File: src/rtl/smp_ctl_pkg.sv
package smp_ctl_pkg;

    localparam logic [7:0] OFS_WHOAMI  = 8'h00;
    localparam logic [7:0] OFS_COUNT   = 8'h10;
    localparam logic [7:0] OFS_START   = 8'h20;
    localparam logic [7:0] OFS_BOOTPC  = 8'h30;
    localparam logic [7:0] OFS_HOLD    = 8'h50;
    localparam logic [7:0] OFS_RELEASE = 8'h60;
    localparam logic [7:0] OFS_BOOTSP  = 8'h70;
    localparam logic [7:0] OFS_SENDONE = 8'hA0;
    localparam logic [7:0] OFS_SENDALL = 8'hB0;
    localparam logic [7:0] OFS_QUEUE   = 8'hC0;

    typedef enum logic [3:0] {
        OP_NONE,
        OP_WHOAMI,
        OP_COUNT,
        OP_START,
        OP_BOOTPC,
        OP_BOOTSP,
        OP_HOLD,
        OP_RELEASE,
        OP_SENDONE,
        OP_SENDALL,
        OP_QUEUE
    } smp_op_e;

endpackage

File: src/rtl/smp_reg_dec.sv
module smp_reg_dec
    import smp_ctl_pkg::*;
#(
    parameter int unsigned AW = 8
) (
    input  logic [AW-1:0] addr,
    output smp_op_e       op
);

    always_comb begin
        op = OP_NONE;
        if (addr == AW'(OFS_WHOAMI))       op = OP_WHOAMI;
        else if (addr == AW'(OFS_COUNT))   op = OP_COUNT;
        else if (addr == AW'(OFS_START))   op = OP_START;
        else if (addr == AW'(OFS_BOOTPC))  op = OP_BOOTPC;
        else if (addr == AW'(OFS_BOOTSP))  op = OP_BOOTSP;
        else if (addr == AW'(OFS_HOLD))    op = OP_HOLD;
        else if (addr == AW'(OFS_RELEASE)) op = OP_RELEASE;
        else if (addr == AW'(OFS_SENDONE)) op = OP_SENDONE;
        else if (addr == AW'(OFS_SENDALL)) op = OP_SENDALL;
        else if (addr == AW'(OFS_QUEUE))   op = OP_QUEUE;
    end

endmodule

File: src/rtl/smp_ipi_fifo.sv
module smp_ipi_fifo #(
    parameter int unsigned DEPTH = 8,
    parameter int unsigned NW    = 16,
    localparam int unsigned PW   = (DEPTH > 1) ? $clog2(DEPTH) : 1,
    localparam int unsigned CW   = $clog2(DEPTH + 1)
) (
    input  logic          clk,
    input  logic          rst_n,
    input  logic          push,
    input  logic          pop,
    input  logic          flush,
    input  logic [NW-1:0] din,
    output logic [NW-1:0] head,
    output logic          empty,
    output logic          ovf
);

    typedef struct packed {
        logic [DEPTH-1:0][NW-1:0] mem;
        logic [PW-1:0]            rp;
        logic [PW-1:0]            wp;
        logic [CW-1:0]            cnt;
        logic                     ovf;
    } fifo_st_t;

    fifo_st_t st_d, st_q;

    function automatic logic [PW-1:0] bump(input logic [PW-1:0] p);
        return (p == PW'(DEPTH - 1)) ? '0 : p + PW'(1);
    endfunction

    always_comb begin
        st_d = st_q;
        if (flush) begin
            st_d.rp  = '0;
            st_d.wp  = '0;
            st_d.cnt = '0;
            st_d.ovf = 1'b0;
        end else begin
            if (pop && st_q.cnt != '0) begin
                st_d.rp  = bump(st_q.rp);
                st_d.cnt = st_d.cnt - CW'(1);
            end
            if (push) begin
                if (st_d.cnt == CW'(DEPTH)) begin
                    st_d.ovf = 1'b1;
                end else begin
                    st_d.mem[st_q.wp] = din;
                    st_d.wp  = bump(st_q.wp);
                    st_d.cnt = st_d.cnt + CW'(1);
                end
            end
        end
    end

    always_ff @(posedge clk or negedge rst_n) begin
        if (!rst_n) st_q <= '0;
        else        st_q <= st_d;
    end

    assign head  = st_q.mem[st_q.rp];
    assign empty = (st_q.cnt == '0);
    assign ovf   = st_q.ovf;

endmodule

File: src/rtl/smp_ctl.sv
module smp_ctl
    import smp_ctl_pkg::*;
#(
    parameter int unsigned NCPU      = 4,
    parameter int unsigned IPI_DEPTH = 8,
    parameter int unsigned AW        = 8,
    parameter int unsigned DW        = 32,
    parameter int unsigned BOOT_CPU  = 0,
    localparam int unsigned CPU_W    = (NCPU > 1) ? $clog2(NCPU) : 1
) (
    input  logic             clk,
    input  logic             rst_n,
    input  logic             req_valid,
    input  logic             req_write,
    input  logic [AW-1:0]    req_addr,
    input  logic [DW-1:0]    req_wdata,
    input  logic [CPU_W-1:0] req_cpu,
    output logic             rsp_valid,
    output logic [DW-1:0]    rsp_rdata,
    output logic [NCPU-1:0]  ipi_irq,
    output logic [NCPU-1:0]  ipi_ovf,
    output logic [NCPU-1:0]  start_pulse,
    output logic [DW-1:0]    start_addr,
    output logic [DW-1:0]    start_stack,
    output logic [NCPU-1:0]  cpu_run
);

    localparam int unsigned NUM_W = DW - 16;

    typedef struct packed {
        logic [DW-1:0]   bootpc;
        logic [DW-1:0]   bootsp;
        logic [NCPU-1:0] run;
        logic [NCPU-1:0] pulse;
        logic            rvalid;
        logic [DW-1:0]   rdata;
    } ctl_st_t;

    ctl_st_t st_d, st_q;

    smp_op_e                    op;
    logic                       is_rd, is_wr;
    logic [15:0]                idx;
    logic [NUM_W-1:0]           num;
    logic [NCPU-1:0]            sel;
    logic [NCPU-1:0]            q_push, q_pop, q_flush, q_empty, q_ovf;
    logic [NCPU-1:0][NUM_W-1:0] q_head;

    smp_reg_dec #(.AW(AW)) u_dec (
        .addr (req_addr),
        .op   (op)
    );

    assign is_rd = req_valid && !req_write;
    assign is_wr = req_valid &&  req_write;
    assign idx   = req_wdata[15:0];
    assign num   = req_wdata[DW-1:16];

    always_comb begin
        for (int c = 0; c < NCPU; c++) begin
            sel[c]     = (idx == 16'(c));
            q_push[c]  = 1'b0;
            q_pop[c]   = is_rd && (op == OP_QUEUE) && (req_cpu == CPU_W'(c));
            q_flush[c] = is_wr && (op == OP_QUEUE) && (req_cpu == CPU_W'(c));
            if (is_wr && num != '0) begin
                if (op == OP_SENDONE) q_push[c] = sel[c];
                if (op == OP_SENDALL) q_push[c] = !sel[c];
            end
        end
    end

    generate
        for (genvar g = 0; g < NCPU; g++) begin : g_q
            smp_ipi_fifo #(.DEPTH(IPI_DEPTH), .NW(NUM_W)) u_fifo (
                .clk   (clk),
                .rst_n (rst_n),
                .push  (q_push[g]),
                .pop   (q_pop[g]),
                .flush (q_flush[g]),
                .din   (num),
                .head  (q_head[g]),
                .empty (q_empty[g]),
                .ovf   (q_ovf[g])
            );
        end
    endgenerate

    always_comb begin
        st_d        = st_q;
        st_d.pulse  = '0;
        st_d.rvalid = is_rd;
        st_d.rdata  = '0;
        if (is_rd) begin
            unique case (op)
                OP_WHOAMI: st_d.rdata = DW'(req_cpu);
                OP_COUNT:  st_d.rdata = DW'(NCPU);
                OP_QUEUE: begin
                    for (int c = 0; c < NCPU; c++) begin
                        if (req_cpu == CPU_W'(c) && !q_empty[c]) st_d.rdata = DW'(q_head[c]);
                    end
                end
                default:   st_d.rdata = '0;
            endcase
        end
        if (is_wr) begin
            unique case (op)
                OP_START: begin
                    st_d.pulse = sel;
                    st_d.run   = st_q.run | sel;
                end
                OP_BOOTPC:  st_d.bootpc = req_wdata;
                OP_BOOTSP:  st_d.bootsp = req_wdata;
                OP_HOLD:    st_d.run    = st_q.run & sel;
                OP_RELEASE: st_d.run    = st_q.run | sel;
                default: ;
            endcase
        end
    end

    always_ff @(posedge clk or negedge rst_n) begin
        if (!rst_n) begin
            st_q     <= '0;
            st_q.run <= NCPU'(1) << BOOT_CPU;
        end else begin
            st_q <= st_d;
        end
    end

    assign rsp_valid   = st_q.rvalid;
    assign rsp_rdata   = st_q.rdata;
    assign ipi_irq     = ~q_empty;
    assign ipi_ovf     = q_ovf;
    assign start_pulse = st_q.pulse;
    assign start_addr  = st_q.bootpc;
    assign start_stack = st_q.bootsp;
    assign cpu_run     = st_q.run;

endmodule

File: config.mk
export PLATFORM = sky130hd
export DESIGN_NAME = smp_ctl
export DESIGN_NICKNAME = d
export VERILOG_FILES = /design/src/rtl/smp_ctl_pkg.sv /design/src/rtl/smp_reg_dec.sv /design/src/rtl/smp_ipi_fifo.sv /design/src/rtl/smp_ctl.sv
export SDC_FILE = /design/constraint.sdc
export NUM_CORES = 1
export LEC_CHECK = 0
export BUFFER_PORTS_ARGS = -buffer_cell sky130_fd_sc_hd__buf_2
export CAP_MARGIN = 20
export CORE_MARGIN = 10
export CORE_UTILIZATION = 61
export CTS_CLUSTER_SIZE = 28
export DETAILED_ROUTE_END_ITERATION = 7
export GPL_ROUTABILITY_DRIVEN = 0
export GPL_TIMING_DRIVEN = 0
export PLACE_DENSITY_LB_ADDON = 0.15
export SLEW_MARGIN = 15
export SYNTH_ARGS = -nofsm -noshare
export SYNTH_HDL_FRONTEND = slang
export SYNTH_SLANG_ARGS = --single-unit
File: constraint.sdc
create_clock -name clk -period 5.6 [get_ports clk]
set_clock_uncertainty 0.2 [all_clocks]
set_input_delay 0 -clock clk [delete_from_list [all_inputs] [get_ports clk]]
set_output_delay 0 -clock clk [all_outputs]
set_load 0.03 [all_outputs]
==> flow_summary_export.csv <==
group,metric,value,unit
logic_synthesis,avgSynthCellArea,14.7,sq um
pwr,comb_power_share,0.048,
logic_synthesis,synth_top_family_by_area,"multiplexers",
logic_synthesis,synth_cells,2075,
setup_path,rr_worst_depth,18,
sta,tightest_slew,1.03,ns
sta,setup_violations,0,
pwr,leakagePower,16.9,nW
clock_network,insertion_delay,0.61,ns
cells_and_area,syn2layout_area_growth,15.6,%
logic_synthesis,ys_seq_area_frac,0.531,
global_route,track_usage,0.259,
setup_path,critPathRequiredTime,5.88,ns
logic_synthesis,synth-seq-cells,645,
worst_hold_path,min-delay-start,"req_addr[4]",
floorplanning,die_area,0.0592,sq mm
route,drc,0,
global_route,grt-ovfl-total,0,
clock_network,cts_max_path_buffers,3,
setup_path,crit_fanout,10,
clock_network,tritoncts,"done",
cells_and_area,nFillCells,3208,
pwr,pwr-share-seq,0.481,
clock_network,clk_pin_slew,0.07,ns
sta,slew_violations,0,
placed_design,pre_cts_slack,0.454,ns
cells_and_area,nets,2447,
floorplanning,num_rows,81,
logic_synthesis,synthesis.area,0.0304,sq mm
logic_synthesis,synthAdderAreaFrac,0.0115,
floorplanning,die_x,243,microns
pwr,ir_drop,0.000278,V
route,ant_nets,0,
setup_path,startpoint_type,"flop",
clock_network,cts-hold-fix-buffers,61,
clock_network,post_cts_buffers,0,
run_status,outcome,"finished, final reports clean",
clock_network,cts_num_sinks,645,
route,firstDrtPassIters,6,
cells_and_area,fin_cells,3086,
sta,max_freq,191,MHz
floorplanning,fp.coreArea,0.0492,sq mm
clock_network,ctsResizeCount,0,
route,postRouteWirelength,76600,microns
worst_hold_path,hp-class,"in2reg",
route,avgViaCountPerCell,6.14,
pwr,power,9.79,mW
pwr,p_int,7.57,mW
sta,fin_crit_sh,0.935,
pwr,switching_share,0.226,
clock_network,ctsHtreeMaxLevel,3,
floorplanning,initial_core_util,0.619,
logic_synthesis,synth_edf_count,0,
setup_path,worstReg2RegEnd,"g_q[1].u_fifo.st_q[21]",
setup_path,reg2reg_from,"g_q[1].u_fifo.st_q[2]",
sta,max-slew-margin-rel,0.316,
route,num_vias,18900,
floorplanning,ios,159,
logic_synthesis,synth_cell_types,71,
sta,hold_viol,0,
logic_synthesis,async_flop_share,1.00,
logic_synthesis,synth_xor_area_frac,0.00667,
logic_synthesis,synthSimpleGateAreaFrac,0.0579,
setup_path,critPathArrivalTime,5.52,ns
sta,layout_setup_ws,0.363,ns
pwr,power_density,279,mW/mm^2
cells_and_area,drive_gt1_frac,0.428,
placed_design,dp_hpwl,53600,microns
pwr,switchingPower,2.22,mW
sta,rsz0062_at_grt,"false",
worst_hold_path,hold_depth,5,
logic_synthesis,synth_flop_cell,"dfrtp_1",
logic_synthesis,synth_top_area_cell,"dfrtp_1",
global_route,grt_pass1_vias,20400,
logic_synthesis,yosys_warnings,0,
route,drt_first_iter_violations,1310,
pwr,power_frac_clock,0.471,
route,detail_route.wl_per_cell,24.8,microns
placed_design,port_buffers,141,
clock_network,numCtsBuffers,69,
setup_path,cp-end-kind,"flop",
worst_hold_path,whs_endpoint,"g_q[0].u_fifo.ovf",
global_route,antenna_found_initial,1,
run,drv_cap,0,
floorplanning,die_h,243,microns
setup_path,r2r_slack,0.36,ns
global_route,grt_start_max_net_pins,113,
logic_synthesis,synth_mux_area_frac,0.334,
sta,period_needed,5.24,ns
logic_synthesis,synth_top_area_share,0.530,
global_route,grt_pass1_wl,120000,microns
logic_synthesis,synth_compound_area_frac,0.0252,
setup_path,crit_type,"reg2reg",
logic_synthesis,synth.area.top_cells,"dfrtp_1, mux2_2, mux4_2",
clock_network,root_buffer,"clkbuf_16",
placed_design,dp.cells,2902,
## routing by layer
layer,vias to the layer above,track usage,routed length (microns)
met4,0,0.109,2770
met2,483,0.440,38700
met5,-,0,0
li1,8227,-,-
met1,10100,0.329,31900
met3,163,0.0375,3160
## metrics by stage
step	cell area [sq um]	setup TNS [ns]	util	hold WS, ns
2_1_floorplan	30500	0	-	-0.496
3_3_place_gp	32000	-5346.30	0.651	0.0496
3_5_place_dp	32200	0	0.655	-0.256
4_1_cts	35100	0	0.714	0.000854
5_1_grt	35100	0	0.715	0.00295
6_report	35100	0	0.715	0.0155
## logic make-up (layout without fill, tap and decap cells)
| group | after synthesis | after routing |
|---|---|---|
| buffers and inverters | 227 | 558 |
| flip-flops | 645 | 645 |
| AND/OR/NAND/NOR | 263 | 263 |
| AO/OA/AOI/OAI | 121 | 121 |
| multiplexers | 769 | 769 |
| adder cells (fa/ha/maj) | 28 | 28 |
| other | 1 | 17 |
| XOR/XNOR | 21 | 21 |
## registers in the layout, indices dropped and copies added, names as in the netlist
register / cells
g_q.u_fifo.st_q: 552
g_q.u_fifo.ovf: 4
start_addr: 32
start_stack: 32
cpu_run: 4
rsp_rdata: 16
start_pulse: 4
rsp_valid: 1
## worst max path at each step
stage | startpoint | to | slack (ns) | cells after the start
after global routing | g_q[1].u_fifo.st_q[2] | g_q[1].u_fifo.st_q[21] | 0.06 | 18
after CTS | g_q[1].u_fifo.st_q[2] | g_q[1].u_fifo.st_q[19] | 0.40 | 18
after global placement | rst_n | g_q[0].u_fifo.st_q[115] | -8.39 | 1
after detailed placement | g_q[1].u_fifo.st_q[2] | g_q[1].u_fifo.st_q[21] | 0.45 | 18
final | g_q[1].u_fifo.st_q[2] | g_q[1].u_fifo.st_q[21] | 0.36 | 18
after floorplan | g_q[1].u_fifo.st_q[2] | g_q[1].u_fifo.st_q[81] | 1.25 | 18
## synth_stat cells (all sizes together) (6+ instances only)
| cell | n |
|---|---|
| mux4 | 128 |
| nor4b | 9 |
| clkbuf | 105 |
| o2111ai | 7 |
| o21ai | 13 |
| o31ai | 12 |
| mux2i | 55 |
| ha | 28 |
| mux2 | 586 |
| nand3 | 35 |
| nor2 | 48 |
| a21oi | 42 |
| xnor2 | 15 |
| nor2b | 8 |
| nand4b | 8 |
| nand4 | 11 |
| buf | 92 |
| dfrtp | 644 |
| and3 | 9 |
| xor2 | 6 |
| and2 | 8 |
| or4 | 13 |
| nor4 | 18 |
| nor3 | 20 |
| nand2 | 43 |
| o22ai | 28 |
| inv | 30 |
## area by class of cell
type,count,area [sq um],share of cell area
Timing Repair Buffer,212,1560,0.0445
Clock buffer,102,2060,0.0587
Multi-Input combinational cell,1218,13300,0.378
Buffer,197,923,0.0263
Sequential cell,645,16100,0.459
Antenna cell,1,2.50,0.0000712
Clock inverter,17,219,0.00623
Tap cell,664,831,0.0236
Inverter,30,113,0.00320
## power by group through the flow
stage / Combinational [mW] / Clock, mW / Sequential, mW
CTS: 0.477 / 4.67 / 4.70
detailed placement: 0.442 / 0 / 4.79
floorplan: 0.172 / 0 / 4.81
global placement: 0.409 / 0 / 4.79
finish: 0.475 / 4.61 / 4.71
global route: 0.514 / 4.88 / 4.71
## worst max-delay path, cell delays in order, from the launching register on
cell and delay, ns:
dfrtp_1 0.36, clkbuf_1 0.19, inv_1 0.09, ha_1 0.28, or3b_2 0.50, and3b_1 0.20
clkbuf_1 0.19, nand2_1 0.13, clkbuf_1 0.37, xnor2_1 0.23, ha_1 0.26, nand2_1 0.07
nor2_1 0.04, o31ai_1 0.17, nand4b_4 0.25, buf_2 0.28, nor4_4 0.58, buf_4 0.36
mux2_2 0.36
## placed cells by master, fill, tap and decap left out, types with 29 or more instances in the layout
cell           synthesis  final
a21oi_1               42     42
buf_2                 30    171
buf_4                 29     29
clkbuf_1             105    120
clkbuf_16              0     72
dfrtp_1              644    644
dlygate4sd3_1          0     60
inv_1                 30     30
mux2_1                36     36
mux2_2               520    520
mux2_4                30     30
mux2i_1               55     55
mux4_2               128    128
nand2_1               43     43
nand3_1               34     34
nor2_1                48     48
No activity file was read; power rests on OpenSTA's default activity.
